===== config.mk =====
export PLATFORM = sky130hd
export DESIGN_NAME = slave_timer
export DESIGN_NICKNAME = d
export VERILOG_FILES = /design/src/rtl/tmr_pkg.sv /design/src/rtl/tmr_trig_in.sv /design/src/rtl/tmr_count.sv /design/src/rtl/slave_timer.sv
export SDC_FILE = /design/constraint.sdc
export NUM_CORES = 1
export LEC_CHECK = 0
export BUFFER_PORTS_ARGS = -buffer_cell sky130_fd_sc_hd__buf_2
export CAP_MARGIN = 25
export CORE_MARGIN = 5
export CORE_UTILIZATION = 40
export DETAILED_ROUTE_END_ITERATION = 7
export GPL_TIMING_DRIVEN = 0
export SLEW_MARGIN = 20
export SYNTH_ARGS = -nofsm -noshare
export SYNTH_HDL_FRONTEND = slang
export SYNTH_SLANG_ARGS = --single-unit

===== constraint.sdc =====
create_clock -name clk_i -period 5.1 [get_ports clk_i]
set_input_delay 1.02 -clock clk_i [delete_from_list [all_inputs] [get_ports clk_i]]
set_output_delay 1.02 -clock clk_i [all_outputs]
set_load 0.05 [all_outputs]

===== src/rtl/tmr_pkg.sv =====
package tmr_pkg;
  localparam logic [2:0] SM_OFF    = 3'd0;
  localparam logic [2:0] SM_RESET  = 3'd4;
  localparam logic [2:0] SM_GATED  = 3'd5;
  localparam logic [2:0] SM_START  = 3'd6;
  localparam logic [2:0] SM_EXTCLK = 3'd7;

  localparam logic [2:0] MM_RSTUPD = 3'd0;
  localparam logic [2:0] MM_ENABLE = 3'd1;
  localparam logic [2:0] MM_UPDATE = 3'd2;

  localparam logic [2:0] A_CTRL   = 3'd0;
  localparam logic [2:0] A_MODE   = 3'd1;
  localparam logic [2:0] A_PSC    = 3'd2;
  localparam logic [2:0] A_RELOAD = 3'd3;
  localparam logic [2:0] A_STATUS = 3'd4;
  localparam logic [2:0] A_CMD    = 3'd5;

  typedef struct packed {
    logic irq_en;
    logic pre_en;
    logic cnt_en;
  } ctrl_t;
endpackage


===== src/rtl/tmr_trig_in.sv =====
module tmr_trig_in #(
  parameter int N_TRIG = 4,
  parameter int SEL_W  = 2,
  parameter int SYNC_N = 2
) (
  input  logic              clk_i,
  input  logic              rst_ni,
  input  logic [N_TRIG-1:0] src_i,
  input  logic [SEL_W-1:0]  sel_i,
  output logic              level_o,
  output logic              rise_o
);
  logic              pick;
  logic [SYNC_N-1:0] sync_q;
  logic              prev_q;

  always_comb begin
    pick = 1'b0;
    for (int i = 0; i < N_TRIG; i++)
      if (SEL_W'(i) == sel_i) pick = src_i[i];
  end

  always_ff @(posedge clk_i or negedge rst_ni) begin
    if (!rst_ni) begin
      sync_q <= '0;
      prev_q <= 1'b0;
    end else begin
      sync_q <= {sync_q[SYNC_N-2:0], pick};
      prev_q <= sync_q[SYNC_N-1];
    end
  end

  assign level_o = sync_q[SYNC_N-1];
  assign rise_o  = sync_q[SYNC_N-1] & ~prev_q;
endmodule


===== src/rtl/tmr_count.sv =====
module tmr_count #(
  parameter int CNT_W = 16
) (
  input  logic             clk_i,
  input  logic             rst_ni,
  input  logic             tick_i,
  input  logic             clear_i,
  input  logic [CNT_W-1:0] psc_i,
  input  logic [CNT_W-1:0] reload_i,
  output logic [CNT_W-1:0] cnt_o,
  output logic             wrap_o
);
  logic [CNT_W-1:0] div_q, cnt_q;
  logic             adv;

  assign adv    = tick_i && (div_q == psc_i);
  assign wrap_o = !clear_i && adv && (cnt_q == reload_i);

  always_ff @(posedge clk_i or negedge rst_ni) begin
    if (!rst_ni) begin
      div_q <= '0;
      cnt_q <= '0;
    end else if (clear_i) begin
      div_q <= '0;
      cnt_q <= '0;
    end else if (tick_i) begin
      if (adv) begin
        div_q <= '0;
        cnt_q <= (cnt_q == reload_i) ? '0 : cnt_q + 1'b1;
      end else begin
        div_q <= div_q + 1'b1;
      end
    end
  end

  assign cnt_o = cnt_q;
endmodule


===== src/rtl/slave_timer.sv =====
module slave_timer
  import tmr_pkg::*;
#(
  parameter int CNT_W  = 16,
  parameter int N_TRIG = 4
) (
  input  logic              clk_i,
  input  logic              rst_ni,
  input  logic              wr_en_i,
  input  logic [2:0]        wr_addr_i,
  input  logic [CNT_W-1:0]  wr_data_i,
  input  logic [N_TRIG-1:0] trig_i,
  output logic [CNT_W-1:0]  cnt_o,
  output logic              upd_flag_o,
  output logic              irq_o,
  output logic              trg_o
);
  localparam int SEL_W = (N_TRIG > 1) ? $clog2(N_TRIG) : 1;
  localparam int SEL_LSB = 8;

  ctrl_t            ctrl_q;
  logic [2:0]       sm_q, mm_q;
  logic [SEL_W-1:0] sel_q;
  logic [CNT_W-1:0] psc_q, psc_act_q, arr_q, arr_sh_q, arr_eff;
  logic             flag_q, trg_q;
  logic             trig_level, trig_rise;
  logic             wr_ctrl, wr_mode, wr_status, force_upd, slave_rst;
  logic             upd_req, upd_ev, wrap, tick;

  assign wr_ctrl   = wr_en_i && (wr_addr_i == A_CTRL);
  assign wr_mode   = wr_en_i && (wr_addr_i == A_MODE);
  assign wr_status = wr_en_i && (wr_addr_i == A_STATUS);
  assign force_upd = wr_en_i && (wr_addr_i == A_CMD) && wr_data_i[0];

  tmr_trig_in #(.N_TRIG(N_TRIG), .SEL_W(SEL_W), .SYNC_N(2)) u_trig (
    .clk_i  (clk_i),
    .rst_ni (rst_ni),
    .src_i  (trig_i),
    .sel_i  (sel_q),
    .level_o(trig_level),
    .rise_o (trig_rise)
  );

  assign slave_rst = (sm_q == SM_RESET) && trig_rise;
  assign upd_req   = force_upd || slave_rst;
  assign upd_ev    = upd_req || wrap;
  assign arr_eff   = ctrl_q.pre_en ? arr_sh_q : arr_q;

  always_comb begin
    unique case (sm_q)
      SM_OFF, SM_RESET, SM_START: tick = ctrl_q.cnt_en;
      SM_GATED:                   tick = ctrl_q.cnt_en && trig_level;
      SM_EXTCLK:                  tick = ctrl_q.cnt_en && trig_rise;
      default:                    tick = 1'b0;
    endcase
  end

  tmr_count #(.CNT_W(CNT_W)) u_count (
    .clk_i   (clk_i),
    .rst_ni  (rst_ni),
    .tick_i  (tick),
    .clear_i (upd_req),
    .psc_i   (psc_act_q),
    .reload_i(arr_eff),
    .cnt_o   (cnt_o),
    .wrap_o  (wrap)
  );

  always_ff @(posedge clk_i or negedge rst_ni) begin
    if (!rst_ni) begin
      ctrl_q <= '0;
      sm_q   <= SM_OFF;
      mm_q   <= MM_RSTUPD;
      sel_q  <= '0;
      psc_q  <= '0;
      arr_q  <= '1;
    end else begin
      if (wr_ctrl)
        ctrl_q <= ctrl_t'(wr_data_i[2:0]);
      else if ((sm_q == SM_START) && trig_rise)
        ctrl_q.cnt_en <= 1'b1;
      if (wr_mode) begin
        sm_q  <= wr_data_i[2:0];
        mm_q  <= wr_data_i[6:4];
        sel_q <= wr_data_i[SEL_LSB +: SEL_W];
      end
      if (wr_en_i && (wr_addr_i == A_PSC))    psc_q <= wr_data_i;
      if (wr_en_i && (wr_addr_i == A_RELOAD)) arr_q <= wr_data_i;
    end
  end

  // buffered copies: prescaler always, reload only while preload is on
  always_ff @(posedge clk_i or negedge rst_ni) begin
    if (!rst_ni) begin
      psc_act_q <= '0;
      arr_sh_q  <= '1;
    end else begin
      if (upd_ev) psc_act_q <= psc_q;
      if (upd_ev || !ctrl_q.pre_en) arr_sh_q <= arr_q;
    end
  end

  always_ff @(posedge clk_i or negedge rst_ni) begin
    if (!rst_ni) begin
      flag_q <= 1'b0;
      trg_q  <= 1'b0;
    end else begin
      if (upd_ev)                         flag_q <= 1'b1;
      else if (wr_status && !wr_data_i[0]) flag_q <= 1'b0;
      unique case (mm_q)
        MM_RSTUPD: trg_q <= upd_req;
        MM_ENABLE: trg_q <= ctrl_q.cnt_en;
        MM_UPDATE: trg_q <= upd_ev;
        default:   trg_q <= 1'b0;
      endcase
    end
  end

  assign upd_flag_o = flag_q;
  assign irq_o      = flag_q && ctrl_q.irq_en;
  assign trg_o      = trg_q;
endmodule


==> results of run 1 <==
==> logic make-up (layout without fill, tap and decap cells) <==
group                      after synthesis  count (layout)  synth area share [%]
and+or+nand+nor                        122             122                  12.0
DFF                                    112             112                  52.8
muxes                                   90              90                  18.7
xor gates and xnor gates                46              46                  7.49
AOI/OAI and AO/OA                       45              45                  6.37
buffers and inverters                   22              83                  2.16
adders and majority gates                2               2                 0.465
==> report_power, final <==
group	internal [mW]	leakage (nW)	total [mW]	switching, mW
Sequential	1.14	1.35	1.28	0.141
Combinational	0.325	1.15	0.712	0.387
Clock	0.416	0.159	0.751	0.335
Total	1.88	2.66	2.74	0.863
==> worst max-delay path by stage <==
stage,from,endpoint,cells after the start
floorplan,wr_addr_i[1],psc_act_q[10],6
global placement,wr_data_i[0],psc_act_q[9],7
detailed placement,wr_data_i[0],psc_act_q[11],7
CTS,wr_data_i[0],psc_act_q[11],7
global route,ctrl_q[1],arr_sh_q[13],9
finish,ctrl_q[1],arr_sh_q[9],9
==> sequential cells by signal, indices dropped and copies added, names as in the netlist <==
signal / count
arr_q: 16
arr_sh_q: 16
ctrl_q: 3
mm_q: 3
psc_act_q: 16
psc_q: 16
sel_q: 2
sm_q: 3
trg_o: 1
u_count.cnt_o: 16
u_count.div_q: 16
u_trig.prev_q: 1
u_trig.sync_q: 2
upd_flag_o: 1
==> placed cells by master, fill, tap and decap left out, types with 16 or more instances in the layout <==
cell type / Yosys / layout
mux2_1: 19 / 19
buf_2: 3 / 46
mux2i_1: 16 / 16
dfrtp_1: 80 / 80
nor2_1: 24 / 24
dfstp_2: 32 / 32
mux2_2: 54 / 54
nand4_1: 16 / 16
xor2_1: 17 / 17
nand2_1: 26 / 26
xnor2_1: 29 / 29
==> per-layer routing <==
| metal | GRT usage (%) | wire length (µm) |
|---|---|---|
| met1 | 21.3 | 5510 |
| met2 | 23.7 | 5450 |
| met3 | 3.98 | 523 |
| met4 | 3.97 | 130 |
| met5 | 0 | 0 |
==> critical path, stage by stage, from the launching register on <==
cell,delay (ns)
dfrtp_1,0.34
buf_6,0.17
buf_6,0.19
mux2i_1,0.26
xnor2_1,0.14
nor4_1,0.32
nand4_1,0.33
o211ai_2,0.51
buf_6,0.22
mux2_1,0.34
==> through the flow <==
step	setup slack (ns)	hold WS (ns)
after floorplan	2.31	0.331
after global placement	1.59	0.342
after detailed placement	1.54	0.345
after CTS	1.94	0.364
after global routing	2.03	0.376
final	2.21	0.357
==> layout make-up <==
type / count / area [µm²]
plain buffers: 17 / 97.6
inverters: 5 / 18.8
repair buffers: 45 / 254
flip-flops and latches: 112 / 2840
well taps: 176 / 220
fillers: 1232 / 7010
multi-input cells: 305 / 2430
clock buffers: 10 / 250
clock inverters: 6 / 68.8
==> results.py, run 1 <==
metrics = {
    "status": {
        "status": "finished, final reports clean",
    },
    "clocking": {
        "cts_resized": 0,
        "path_clk_slew_ns": 0.08,
        "cts_hold_buffers": 0,
        "cts_inserted_buffers": 9,
        "cts-root-buf": "clkbuf_16",
        "clk_latency_ns": 0.36,
        "max-clock-path-buffers": 2,
        "cts.sinks": 112,
        "postCtsSetupRepairBufs": 0,
        "cts_tree": "done",
        "h-tree-depth": 3,
    },
    "worst_hold_path": {
        "hp-class": "reg -> reg",
        "min_from": "u_trig.sync_q[0]",
        "worstHoldEndpoint": "u_trig.sync_q[1]",
        "holdPathStages": 0,
    },
    "floorplanning": {
        "die_w_um": 126,
        "die_y_um": 126,
        "core_um2": 13200,
        "die-area_um2": 15900,
        "ios": 45,
        "start_util_pct": 40.8,
        "num_rows": 42,
    },
    "sta": {
        "maxSlewViolCount": 0,
        "relSlewSlack_pct": 43.9,
        "fmax_mhz": 346,
        "period_share_pct": 56.6,
        "hold_violations": 0,
        "fin_tns_setup_ns": 0,
        "post-route-min-period_ns": 2.89,
        "setup_viol": 0,
        "worst_pin_slew_ns": 0.839,
        "finalClockSkew_ns": 0.00991,
        "rsz0062_at_grt": "no",
    },
    "synth": {
        "synth_cells": 439,
        "synth_seq_cells": 112,
        "yosysSeqAreaShare_pct": 52.8,
        "syn_nets": 467,
        "synth_ff_type": "dfrtp_1",
        "syn_area_um2": 5380,
        "synth_top_area_share_pct": 37.2,
        "synth_common_cells": "dfrtp_1, mux2_2, dfstp_2, xnor2_1, nand2_1",
        "synth_cell_types": 53,
        "yosysTopAreaCell": "dfrtp_1",
        "syn_avg_cell_area_um2": 12.3,
        "yosysWarningCount": 0,
        "async_flop_share_pct": 100,
        "synthTopCellsByArea": "dfrtp_1, dfstp_2, mux2_2",
        "synth_edf_count": 0,
        "yosysMostFrequentCell": "dfrtp_1",
    },
    "worst_setup_path": {
        "end_kind": "register",
        "crit_path_start_kind": "register",
        "worstPathArrival_ns": 3.17,
        "crit_type": "reg -> reg",
        "cp_max_fo": 10,
        "cp.required_ns": 5.38,
        "r2r_end": "arr_sh_q[9]",
        "r2r_start": "ctrl_q[1]",
        "rrSetupSlack_ns": 2.21,
        "reg2regPathDepth": 9,
    },
    "routing": {
        "drt_iter0_drc": 254,
        "via_count": 3618,
        "drc": 0,
        "post_drt_wl_per_cell_um": 17.2,
        "viasPerCell": 5.35,
        "routed_wl_mm": 11.6,
        "drtPass1Iterations": 4,
        "ant_nets": 0,
    },
    "final_layout": {
        "drive_above_1_share_pct": 32.8,
        "nets": 523,
        "postLayoutCoreUtil_pct": 46.9,
        "fin_area_um2": 6180,
        "syn_to_final_growth_pct": 14.9,
        "instances_no_fill": 676,
        "antenna_cells": 0,
    },
    "place": {
        "dpl.cell_count": 659,
        "hpwlAfterDp_mm": 8.62,
        "portBuffers": 43,
        "placed_area_um2": 5850,
        "routabilityCongestion": 0.810,
    },
    "pwr": {
        "ir_worst_vdd_mv": 0.242,
        "powerDensity_nw_per_um2": 444,
        "finalPower_mw": 2.74,
        "cellLeakagePower_nw": 2.66,
    },
    "flow_run": {
        "cap_viol_max_count": 0,
    },
    "global_routing": {
        "antenna_found_initial": 0,
        "grt_first_pass_wirelength_mm": 19.1,
        "grt_overflow": 0,
        "gr-usage-all-layers_pct": 15.2,
        "grt_max_degree": 81,
        "grt_pass1_vias": 3632,
    },
}
Power figures use the tool's default switching activity.
==> run 2, diff against run 1 <==
Settings changed: ABC_AREA set to 1.
Clock period 5.1 ns to 2.5 ns, I/O delays scaled along.
==> run 2 against run 1 <==
  * Worst setup slack got worse by 1.8 ns
  * Register-to-register slack got worse by 1.8 ns
  * Design area up 13%
  * Core utilization fell by 0.80 points
  * Maximum frequency rose by 38%
  * Clock-buffer cell count is 1 lower
  * Cell count is 58% higher
  * Highest routed layer unchanged
  * Clock power is 100% higher
  * Non-clock buffer count is 11 higher
  * Synthesized cell count increased by 87%
  * Largest power group unchanged
==> results.py, run 2 <==
metrics = {
    "status": {
        "status": "finished, final reports clean",
    },
    "synth": {
        "synth_common_cells": "nand2_1, inv_1, dfrtp_1, nand3_1, o21ai_0",
        "syn_avg_cell_area_um2": 7.54,
        "synth_seq_cells": 112,
        "yosysTopAreaCell": "dfrtp_1",
        "yosysMostFrequentCell": "nand2_1",
        "synth_ff_type": "dfrtp_1",
        "synth_cells": 822,
        "synth_top_area_share_pct": 32.3,
        "yosysSeqAreaShare_pct": 45.9,
        "syn_nets": 850,
        "syn_area_um2": 6200,
        "async_flop_share_pct": 100,
        "synth_cell_types": 36,
        "synth_edf_count": 0,
        "yosysWarningCount": 0,
        "synthTopCellsByArea": "dfrtp_1, nand2_1, dfstp_2",
    },
    "sta": {
        "setup_viol": 0,
        "setup_slack_ns": 0.403,
        "finalClockSkew_ns": 0.0145,
        "fmax_mhz": 477,
        "relSlewSlack_pct": 61.3,
        "post-route-min-period_ns": 2.10,
        "rsz0062_at_grt": "no",
        "hold_violations": 0,
        "period_share_pct": 83.9,
        "maxSlewViolCount": 0,
        "worst_pin_slew_ns": 0.580,
    },
    "pwr": {
        "ir_worst_vdd_mv": 0.534,
        "powerDensity_nw_per_um2": 812,
        "finalPower_mw": 5.69,
        "cellLeakagePower_nw": 3.56,
    },
    "routing": {
        "drtPass1Iterations": 5,
        "drc": 0,
        "drt_iter0_drc": 373,
        "routed_wl_mm": 15.7,
        "ant_nets": 0,
        "viasPerCell": 4.92,
        "via_count": 5264,
        "post_drt_wl_per_cell_um": 14.6,
    },
    "final_layout": {
        "nets": 906,
        "antenna_cells": 0,
        "syn_to_final_growth_pct": 12.9,
        "fin_area_um2": 7000,
        "layout_commonest_cell": "nand2_1",
        "instances_no_fill": 1071,
        "drive_above_1_share_pct": 17.1,
        "postLayoutCoreUtil_pct": 46.0,
        "final_cell_mix": "nand2_1, inv_1, dfrtp_1",
    },
    "floorplanning": {
        "core_um2": 15200,
        "die-area_um2": 18100,
        "num_rows": 45,
        "start_util_pct": 40.8,
        "die_y_um": 134,
        "ios": 45,
        "die_w_um": 134,
    },
    "worst_setup_path": {
        "worstPathArrival_ns": 2.32,
        "cp.required_ns": 2.72,
        "cp_max_fo": 10,
        "crit_path_start_kind": "register",
        "crit_type": "reg -> reg",
        "end_kind": "register",
    },
    "place": {
        "dpl.cell_count": 1055,
        "hpwlAfterDp_mm": 12.1,
        "placed_area_um2": 6690,
        "portBuffers": 44,
        "place_ws_ns": 0.194,
        "routabilityCongestion": 0.821,
    },
    "clocking": {
        "h-tree-depth": 3,
        "max-clock-path-buffers": 2,
        "cts_tree": "done",
        "cts.sinks": 112,
        "postCtsSetupRepairBufs": 0,
        "cts_inserted_buffers": 9,
        "path_clk_slew_ns": 0.08,
        "cts_hold_buffers": 0,
        "cts-root-buf": "clkbuf_16",
        "clk_latency_ns": 0.36,
        "cts_resized": 0,
    },
    "global_routing": {
        "grt_pass1_vias": 4997,
        "gr-usage-all-layers_pct": 18.0,
        "grt_first_pass_wirelength_mm": 25.9,
        "antenna_found_initial": 0,
        "grt_overflow": 0,
        "grt_max_degree": 60,
    },
    "worst_hold_path": {
        "hp-class": "in -> async",
    },
    "flow_run": {
        "cap_viol_max_count": 0,
    },
}
## run 2: cell count changes after synthesis, sizes merged, moves of 9 or more
cell,delta
inv,+89
mux2i,-16
nor2,+39
nor3,+11
nand3,+71
nand2,+278
xnor2,-29
mux2,-73
and3,-9
o21ai,+63
## run 2: layout make-up
cell class              instances  area, µm²
fillers                      1553       8200
clock inverters                 7       87.6
multi-input cells             588       2800
inverters                      94        360
clock buffers                   9        225
repair buffers                 45        254
flip-flops and latches        112       2840
plain buffers                  28        195
well taps                     188        235
## run 2: kinds of logic after synthesis
kind of cell,synth area share (%)
fa+ha+maj,0.404
simple gates,35.3
compound gates,7.51
flops,45.9
buf+inv,8.96
xor+xnor,1.98
## run 2: where the power goes
group | switching, mW | internal [mW] | leakage (nW) | total [mW]
Combinational | 1.04 | 0.549 | 2.02 | 1.58
Clock | 0.725 | 0.800 | 0.151 | 1.52
Sequential | 0.327 | 2.25 | 1.39 | 2.58
Total | 2.09 | 3.60 | 3.56 | 5.69
## run 2: path summary, 6_finish.rpt
check | start | endpoint | slack (ns) | cells past startpoint
worst max-delay path | sm_q[0] | u_count.cnt_o[1] | 0.40 | 7
worst min register to register | u_trig.sync_q[0] | u_trig.sync_q[1] | 0.36 | 0
max in group asynchronous | rst_ni | arr_sh_q[5] | 1.69 | 2
min in group clk_i | u_trig.sync_q[0] | u_trig.sync_q[1] | 0.36 | 0
worst max register to register | sm_q[0] | u_count.cnt_o[1] | 0.40 | 7
worst min-delay path | rst_ni | u_trig.prev_q | 0.09 | 1
## run 2: routing by layer
| layer | global-route usage [%] | wire [µm] | vias to the layer above | part of all wire, % |
|---|---|---|---|---|
| met1 | 27.0 | 8210 | 2408 | 52 |
| met5 | 0 | 0 | - | 0 |
| li1 | - | - | 2729 | - |
| met4 | 6.11 | 278 | 0 | 1.8 |
| met3 | 2.50 | 542 | 20 | 3.5 |
| met2 | 26.9 | 6650 | 107 | 42 |
## run 2: stage by stage
step / TNS [ns] / hold slack [ns]
finish: 0 / 0.0897
global route: 0 / 0.130
CTS: 0 / 0.102
detailed placement: 0 / 0.336
global placement: -36.40 / 0.342
floorplan: 0 / 0.204
## run 2: critical path, cell delays in order (launching register included)
cell and delay [ns]:
dfrtp_1 0.41, inv_1 0.09, o21ai_0 0.10, a21oi_2 0.32, nand3_1 0.28, nand2_2 0.20
clkbuf_1 0.41, o21ai_0 0.15
